==> src/rtl/spiq_pkg.sv <==
package spiq_pkg;
  localparam int ADDR_BITS = 5;
  localparam logic [ADDR_BITS-1:0] OFS_TXQ  = 5'h00;
  localparam logic [ADDR_BITS-1:0] OFS_RXQ  = 5'h04;
  localparam logic [ADDR_BITS-1:0] OFS_TXTH = 5'h08;
  localparam logic [ADDR_BITS-1:0] OFS_RXTH = 5'h0C;
  localparam logic [ADDR_BITS-1:0] OFS_IEN  = 5'h10;
  localparam logic [ADDR_BITS-1:0] OFS_IPND = 5'h14;

  localparam int WM_TX = 0;
  localparam int WM_RX = 1;

  // transmit watermark: fewer bytes queued than the threshold
  function automatic logic tx_below(input logic [15:0] lvl, input logic [15:0] th);
    return lvl < th;
  endfunction

  // receive watermark: more bytes queued than the threshold
  function automatic logic rx_above(input logic [15:0] lvl, input logic [15:0] th);
    return lvl > th;
  endfunction
endpackage

==> src/rtl/spiq_fifo.sv <==
module spiq_fifo #(
  parameter int DEPTH = 8,
  parameter int W     = 8,
  localparam int CW   = $clog2(DEPTH + 1),
  localparam int PW   = (DEPTH > 1) ? $clog2(DEPTH) : 1
) (
  input  logic          clk,
  input  logic          rst_n,
  input  logic          push,
  input  logic [W-1:0]  din,
  input  logic          pop,
  output logic [W-1:0]  dout,
  output logic [CW-1:0] level,
  output logic          full,
  output logic          empty,
  output logic          push_ok,
  output logic          pop_ok
);
  logic [W-1:0]  mem [DEPTH];
  logic [PW-1:0] wptr, rptr;

  function automatic logic [PW-1:0] nxt(input logic [PW-1:0] p);
    return (p == PW'(DEPTH - 1)) ? '0 : p + PW'(1);
  endfunction

  assign full    = (level == CW'(DEPTH));
  assign empty   = (level == '0);
  assign push_ok = push && !full;
  assign pop_ok  = pop && !empty;
  assign dout    = mem[rptr];

  always_ff @(posedge clk) begin
    if (push_ok) mem[wptr] <= din;
  end

  always_ff @(posedge clk or negedge rst_n) begin
    if (!rst_n) begin
      wptr  <= '0;
      rptr  <= '0;
      level <= '0;
    end else begin
      if (push_ok) wptr <= nxt(wptr);
      if (pop_ok)  rptr <= nxt(rptr);
      case ({push_ok, pop_ok})
        2'b10:   level <= level + CW'(1);
        2'b01:   level <= level - CW'(1);
        default: level <= level;
      endcase
    end
  end
endmodule

==> src/rtl/spiq_wmark.sv <==
module spiq_wmark #(
  parameter int CW = 4
) (
  input  logic [CW-1:0] tx_lvl,
  input  logic [CW-1:0] rx_lvl,
  input  logic [CW-1:0] tx_th,
  input  logic [CW-1:0] rx_th,
  input  logic [1:0]    ien,
  output logic [1:0]    pend,
  output logic          irq
);
  import spiq_pkg::*;

  always_comb begin
    pend        = '0;
    pend[WM_TX] = tx_below(16'(tx_lvl), 16'(tx_th));
    pend[WM_RX] = rx_above(16'(rx_lvl), 16'(rx_th));
  end

  assign irq = |(pend & ien);
endmodule

==> src/rtl/spiq_dataq.sv <==
module spiq_dataq #(
  parameter int DEPTH = 8,
  parameter int AW    = spiq_pkg::ADDR_BITS,
  localparam int CW   = $clog2(DEPTH + 1)
) (
  input  logic          clk,
  input  logic          rst_n,
  input  logic          reg_wr,
  input  logic          reg_rd,
  input  logic [AW-1:0] reg_addr,
  input  logic [31:0]   reg_wdata,
  output logic [31:0]   reg_rdata,
  input  logic          tx_pop,
  output logic [7:0]    tx_byte,
  output logic          tx_avail,
  input  logic          rx_push,
  input  logic [7:0]    rx_byte,
  output logic          rx_room,
  output logic          irq
);
  import spiq_pkg::*;

  // named events, also observed by the checker
  logic          tx_wr_evt, rx_rd_evt;
  logic          tx_push_ok, tx_pop_ok, rx_push_ok, rx_pop_ok;
  logic          tx_full, tx_empty, rx_full, rx_empty;
  logic [CW-1:0] tx_lvl, rx_lvl;
  logic [7:0]    rx_head;
  logic [CW-1:0] tx_th, rx_th;
  logic [1:0]    ien, pend;

  assign tx_wr_evt = reg_wr && (reg_addr == AW'(OFS_TXQ));
  assign rx_rd_evt = reg_rd && (reg_addr == AW'(OFS_RXQ));

  spiq_fifo #(.DEPTH(DEPTH), .W(8)) u_txq (
    .clk(clk), .rst_n(rst_n),
    .push(tx_wr_evt), .din(reg_wdata[7:0]),
    .pop(tx_pop), .dout(tx_byte),
    .level(tx_lvl), .full(tx_full), .empty(tx_empty),
    .push_ok(tx_push_ok), .pop_ok(tx_pop_ok)
  );

  spiq_fifo #(.DEPTH(DEPTH), .W(8)) u_rxq (
    .clk(clk), .rst_n(rst_n),
    .push(rx_push), .din(rx_byte),
    .pop(rx_rd_evt), .dout(rx_head),
    .level(rx_lvl), .full(rx_full), .empty(rx_empty),
    .push_ok(rx_push_ok), .pop_ok(rx_pop_ok)
  );

  assign tx_avail = !tx_empty;
  assign rx_room  = !rx_full;

  // control registers
  always_ff @(posedge clk or negedge rst_n) begin
    if (!rst_n) begin
      tx_th <= CW'(1);
      rx_th <= '0;
      ien   <= '0;
    end else if (reg_wr) begin
      if (reg_addr == AW'(OFS_TXTH)) tx_th <= reg_wdata[CW-1:0];
      if (reg_addr == AW'(OFS_RXTH)) rx_th <= reg_wdata[CW-1:0];
      if (reg_addr == AW'(OFS_IEN))  ien   <= reg_wdata[1:0];
    end
  end

  spiq_wmark #(.CW(CW)) u_wm (
    .tx_lvl(tx_lvl), .rx_lvl(rx_lvl),
    .tx_th(tx_th), .rx_th(rx_th),
    .ien(ien), .pend(pend), .irq(irq)
  );

  // read mux
  always_comb begin
    reg_rdata = '0;
    case (reg_addr)
      AW'(OFS_TXQ):  reg_rdata[31] = tx_full;
      AW'(OFS_RXQ):  begin
        reg_rdata[31]  = rx_empty;
        reg_rdata[7:0] = rx_empty ? 8'h00 : rx_head;
      end
      AW'(OFS_TXTH): reg_rdata[CW-1:0] = tx_th;
      AW'(OFS_RXTH): reg_rdata[CW-1:0] = rx_th;
      AW'(OFS_IEN):  reg_rdata[1:0] = ien;
      AW'(OFS_IPND): reg_rdata[1:0] = pend;
      default:       reg_rdata = '0;
    endcase
  end
endmodule

==> config.mk <==
export PLATFORM = sky130hd
export DESIGN_NAME = spiq_dataq
export DESIGN_NICKNAME = d
export VERILOG_FILES = /design/src/rtl/spiq_pkg.sv /design/src/rtl/spiq_fifo.sv /design/src/rtl/spiq_wmark.sv /design/src/rtl/spiq_dataq.sv
export SDC_FILE = /design/constraint.sdc
export NUM_CORES = 1
export LEC_CHECK = 0
export BUFFER_PORTS_ARGS = -buffer_cell sky130_fd_sc_hd__buf_4
export CAP_MARGIN = 25
export CORE_MARGIN = 5
export CORE_UTILIZATION = 30
export DETAILED_ROUTE_END_ITERATION = 10
export PLACE_DENSITY = 0.47
export SLEW_MARGIN = 30
export SYNTH_ARGS = -nofsm -noshare
export SYNTH_HDL_FRONTEND = slang
export SYNTH_SLANG_ARGS = --single-unit
==> constraint.sdc <==
create_clock -name clk -period 2.4 [get_ports clk]
set_input_delay 0.12 -clock clk [delete_from_list [all_inputs] [get_ports clk]]
set_output_delay 0.12 -clock clk [all_outputs]
set_load 0.02 [all_outputs]
# After elaboration in Yosys (flattened, before gate mapping)
# Memories as Yosys holds them, arrays and structs flattened.
# Cells that the tools add are included.
# totals
output_inout_bits,43
n_memories,2
inputBits,51
register_bits,30
elab_cells,71
mem_bits_rw,128
# memory_table
name,words,word_bits,read_ports,rd_ports_with_merged_regs,write_ports,line,source
u_rxq.mem,8,8,1,0,1,spiq_fifo.sv:19,logic [W-1:0] mem [DEPTH];
u_txq.mem,8,8,1,0,1,spiq_fifo.sv:19,
# op_classes
eq_ne,15
n_addsub,8
n_bitwise,1
muxes,15
n_lt_le_gt_ge,2
reduce_logical,19
# ops
op,n
case mux 4 bit (2 select lines),2
"adder 3 x 1 -> 3 bit, second input constant",4
"equality test 3 bit, second input constant",4
2-to-1 mux 3 bit,4
"equality test 5 x 4 -> 1 bit, second input constant",2
"equality test 5 bit, second input constant",2
case mux 2 bit (5 select lines),1
"adder 4 x 1 -> 4 bit, second input constant",2
"equality test 4 bit, second input constant",2
zero test 4 bit,2
2-to-1 mux 8 bit,1
"subtractor 4 x 1 -> 4 bit, second input constant",2
logical AND 1 bit,6
case mux 2 bit (3 select lines),1
AND reduction 2 bit,3
"equality test 5 x 3 -> 1 bit, second input constant",1
zero test 5 bit,1
"equality test 2 x 1 -> 1 bit, second input constant",2
"equality test 2 bit, second input constant",2
greater-than comparator 4 bit,1
zero test 1 bit,4
< comparator 4 bit,1
2-to-1 mux 1 bit,4
2-to-1 mux 4 bit,1
4 further kinds,5

# Logic depth before layout (Yosys ltp)
# logic_depth
ltp_word,5
ltp_mapped,11
mapped_depth_nobuf,10

# By module
# Synthesis repeated with hierarchy kept, for this count alone.
# hier_totals
hier_cells,430
area_unflattened_um2,7415.9
# by_module_without_submodules
module,area_each_um2,instances,cells_each,seq_area_each_um2
spiq_fifo (u_txq),3210.6,1,162,2172.1
spiq_fifo (u_rxq),3194.3,1,164,2172.1
spiq_dataq,803.3,1,77,251.5
spiq_wmark,207.7,1,27,0.0

# Worst setup path after synthesis
# OpenSTA, ideal clock, no wires.
# synth_path
path_type,flip-flop to flip-flop
from,register u_txq.level[1]
to,register u_txq.level[2]
t_required_ps,2273
slack_ps,-195
path_buffers,1
period_less_slack_ps,2595
stages_incl_launch_ff,12
setup_ps,127
arrival_time_ps,2468
cell_sequence,dfrtp_1 -> clkbuf_1 -> or4_1 -> nand2_1 -> inv_1 -> ha_1 -> xor2_1 -> ha_1 -> a21oi_1 -> xor2_1 -> nor2_1 -> xor2_1
# synth_between
elab_chain_len,5
word_cells_on_any_way,12
classes_between,add/sub (2); eq/ne (3); mux (1); reduce/logical (6)
# synth_rtl
item,line,source
start: declaration,spiq_fifo.sv:13,"output logic [CW-1:0] level,"
start signal: assignment,spiq_fifo.sv:45,2'b10: level <= level + CW'(1);
start signal: assignment,spiq_fifo.sv:46,2'b01: level <= level - CW'(1);
start signal: assignment,spiq_fifo.sv:47,default: level <= level;
zero test 4 bit *,spiq_fifo.sv:27,assign empty = (level == '0);
zero test 1 bit *,--,
via tx_avail,spiq_dataq.sv:15,"output logic tx_avail,"
logical AND 1 bit *,spiq_fifo.sv:29,assign pop_ok = pop && !empty;
via tx_pop_ok,spiq_dataq.sv:25,"logic tx_push_ok, tx_pop_ok, rx_push_ok, rx_pop_ok;"
equality test 2 x 1 -> 1 bit or equality test 2 bit (tied branches),spiq_fifo.sv:44,"case ({push_ok, pop_ok})"
case mux 4 bit (2 select lines) or nonzero test 2 bit (tied branches),--,
# Mark *: on every way through the listed nets, which the timed path passes. The rest lies on a longest branch.
# A chain may end at the register's enable or synchronous reset.

# Final worst setup path
# layout_path
from,register u_rxq.level[1]
to,output irq
# layout_between
elab_chain_len,3
# layout_rtl
item,line,source
start: declaration,spiq_fifo.sv:13,
start signal: assignment,spiq_fifo.sv:45,
start signal: assignment,spiq_fifo.sv:46,
start signal: assignment,spiq_fifo.sv:47,
greater-than comparator 4 bit,spiq_pkg.sv:20,return lvl > th;
AND 2 bit,spiq_wmark.sv:20,assign irq = |(pend & ien);
OR reduction 2 bit,spiq_wmark.sv:20,
end: declaration,spiq_dataq.sv:19,output logic irq
# Every way passes these cells.

==> reports/metrics.cfg <==
[clocking]
cts_tree=done
clock-sinks=158
cts_made_buffers=17
root_buffer=clkbuf_16
clk_latency_ps=420
cts.path.max_buffers=2
h-tree-depth=4
clk_pin_slew_worst_paths_ps=70

[sta]
finClkSkew_ps=7.95
setup_violations=0
final-max-slew-violation-count=0
tightest_slew_ps=550
slew_headroom_pct=63.4
rsz0062_at_grt=yes
finalCritPeriodShare_pct=95.4
hold_violations=0
setup_tns_ps=0
period_minus_slack_ps=2290
fmax_mhz=437

[worst_setup_path]
worstPathMaxFanout=5
startpoint=u_rxq.level[1]
crit_family=compound AO/OA/AOI/OAI gates
cp_cell_sequence=buf_4, ha_1, nor2b_1, o21ai_1, a21oi_1, a2bb2o_1, buf_4
slowest_delay_ps=430
arrival_ps=2170
endpoint_kind=output pin
crit_type=flop to output pin
path_buf_inv=2
rr_worst_depth=8
timing.rr.start=u_rxq.level[0]
cp_slowest_cell=dfrtp_2
cp_common_cell=buf_4
crit_required_ps=2280
crit_path_start_kind=flop
path_depth=7

[routing]
ant_nets=0
vias=3788
drt_iter0_drc=141
wl_um=14400
drc_errors=0
detail_route.first_pass.iterations=4
viasPerCell=4.48
wl_per_cell_um=17.1

[layout]
final_util_pct=38.0
area_growth_syn_to_layout_pct=24.1
n_antenna_cell=0
drive_above_1_share_pct=36.7
finalInstanceArea_mm2=0.00865
nFillCells=2139
final_nets=591

[synth]
syn_area_per_cell_um2=16.9
ys_seq_elements=158
syn_inst=412
ys_seq_area_share_pct=66.0
synth_warnings=0
netlist_area_mm2=0.00697
ys_types=48

[status]
status=finished, final reports clean

[hold_path]
hold_start=tx_pop
hold_path_depth=4
hp-class=primary input to flop

[die]
die-area_mm2=0.0264
pin_count=94
dieHeight_um=162
die_width_um=162
coreArea_mm2=0.0228
num_rows=55
start_util_pct=30.6

[placed_design]
gp_congestion=0.700
placedInstanceArea_mm2=0.00787
hpwlAfterDp_um=9840
port_buffers=46

[power_and_ir_drop]
p_leak_nw=3.19
powerDensity_mw_per_mm2=1030
vdd_drop_max_v=0.000495

[global_routing]
grt_first_pass_wirelength_um=22800
grt_overflow_total=0
grt_start_max_net_pins=31
antenna_found_initial=0
grt_pass1_vias=3994
gr-usage-all-layers_pct=11.5

[flow_run]
maxCapViolCount=0

## cells in the final DEF, fill, tap and decap left out, types with 2 or more instances in the layout
cell and n:
inv_6 5, nor2b_1 2, a211o_1 2, nor3b_1 2, inv_1 12, inv_8 2
xnor2_1 3, a21o_1 4, nand2b_1 8, mux2_2 26, nor2_1 18, nand2_1 8
nor3_1 16, a21oi_1 3, nor4bb_1 2, dlygate4sd3_1 17, a22oi_1 2, or4_4 3
mux2i_1 8, clkbuf_16 17, and4b_1 2, dfrtp_2 3, nor4_1 3, ha_1 19
buf_4 84, nand3_1 2, mux4_2 32, dfrtp_1 26, nand4_1 2, xor2_1 7
o211ai_1 2, or2_2 3, o21ai_0 7, a221oi_1 2, clkinv_4 6, edfxtp_1 128
conb_1 23
## cells in the mapped netlist (all sizes together)
library cell    n  area share, %
inv            13           0.70
nor2           18           0.97
nand2b          8           0.72
a211oi          1           0.11
mux2i           8            1.1
nand4           2           0.18
edfxtp        128             55
nor2b           2           0.18
a211o           2           0.25
nor3b           2           0.22
or2             4           0.40
nand2          10           0.65
a21oi           4           0.29
a2111oi         1           0.13
o21ai           8           0.57
xor2            7           0.88
nor4            3           0.27
dfstp           1           0.38
a22oi           2           0.22
o22ai           1          0.090
a21o            4           0.43
clkbuf          3           0.16
a2bb2o          1           0.14
a31oi           1          0.090
nor4bb          2           0.29
conb            1          0.054
a221oi          2           0.25
xnor2           3           0.38
nand3           2           0.14
mux4           32             10
or4             3           0.38
o211ai          2           0.22
dfrtp          29             10
buf            33            3.3
ha             21            3.8
mux2           26            4.2
nor3           17            1.3
or4b            2           0.29
o31a            1           0.13
and4b           2           0.29
## per-stage QoR
step	setup WS [ps]	hold slack, ps	instances	total power, mW
detailed placement	64.5	91.5	795	6.27
finish	110	144	845	8.86
CTS	12.6	124	844	8.97
floorplan	24.6	-176	434	5.36
global placement	89.2	85.6	795	6.22
global route	-18.3	157	845	9.38
## final cells by class
class,count,area [µm²],area share (%)
Clock buffer,17,425,4.92
Multi-Input combinational cell,227,2210,25.5
Tap cell,313,392,4.53
Clock inverter,15,154,1.78
Timing Repair Buffer,102,821,9.49
Sequential cell,158,4600,53.2
Inverter,13,48.8,0.564
## cell families (layout without fill, tap and decap cells)
| family | count (synthesis) | in the layout | synth area share, % |
|---|---|---|---|
| flip-flops | 158 | 158 | 66.0 |
| buffers and inverters | 49 | 147 | 4.11 |
| XOR/XNOR | 10 | 10 | 1.26 |
| AND/OR/NAND/NOR | 77 | 77 | 6.25 |
| multiplexers | 66 | 66 | 15.7 |
| AO/OA/AOI/OAI | 30 | 30 | 2.91 |
| other | 1 | 23 | 0.0538 |
| adder cells (fa/ha/maj) | 21 | 21 | 3.77 |
## flip-flops by register name, indices dropped and copies added (netlist names)
| name | count |
|---|---|
| u_rxq.mem | 64 |
| u_txq.wptr | 3 |
| u_rxq.level | 4 |
| tx_th | 4 |
| u_rxq.rptr | 3 |
| rx_th | 4 |
| u_txq.mem | 64 |
| u_txq.level | 4 |
| ien | 2 |
| u_rxq.wptr | 3 |
| u_txq.rptr | 3 |
## metal layers
layer,wire [µm],vias up,global-route usage (%)
li1,-,1780,-
met1,6460,1916,14.5
met2,7210,75,19.4
met3,593,17,3.24
met4,182,0,3.34
met5,0,-,0
## path summary, 6_finish.rpt
| kind | end | slack (ps) |
|---|---|---|
| max in group asynchronous | tx_th[0] | 1890 |
| setup reg to reg | u_rxq.level[3] | 110 |
| setup / recovery | irq | 110 |
| min in group asynchronous | u_rxq.level[0] | 170 |
| hold reg to reg | ien[0] | 520 |
| hold / removal | u_txq.rptr[0] | 140 |
## report_power, final
part | internal [mW] | switching, mW | total, mW
sequential | 3.32 | 0.285 | 3.61
combinational | 1.36 | 1.27 | 2.63
clock | 1.46 | 1.16 | 2.63
## what timing repair did
action                                  in CTS  in global routing
cloned                                       0                  0
gates resized for setup                      1                  7
endpoints found under the setup margin       1                  7
buffers inserted                             0                  1
endpoints found under the hold margin      159                  0
hold buffers                                17                  0
## tightest hold or removal path, cell delays in order
cell and delay (ps):
buf_4 110, nand2_2 60, buf_4 120, a21o_1 120
(Power assumes the default switching activity.)
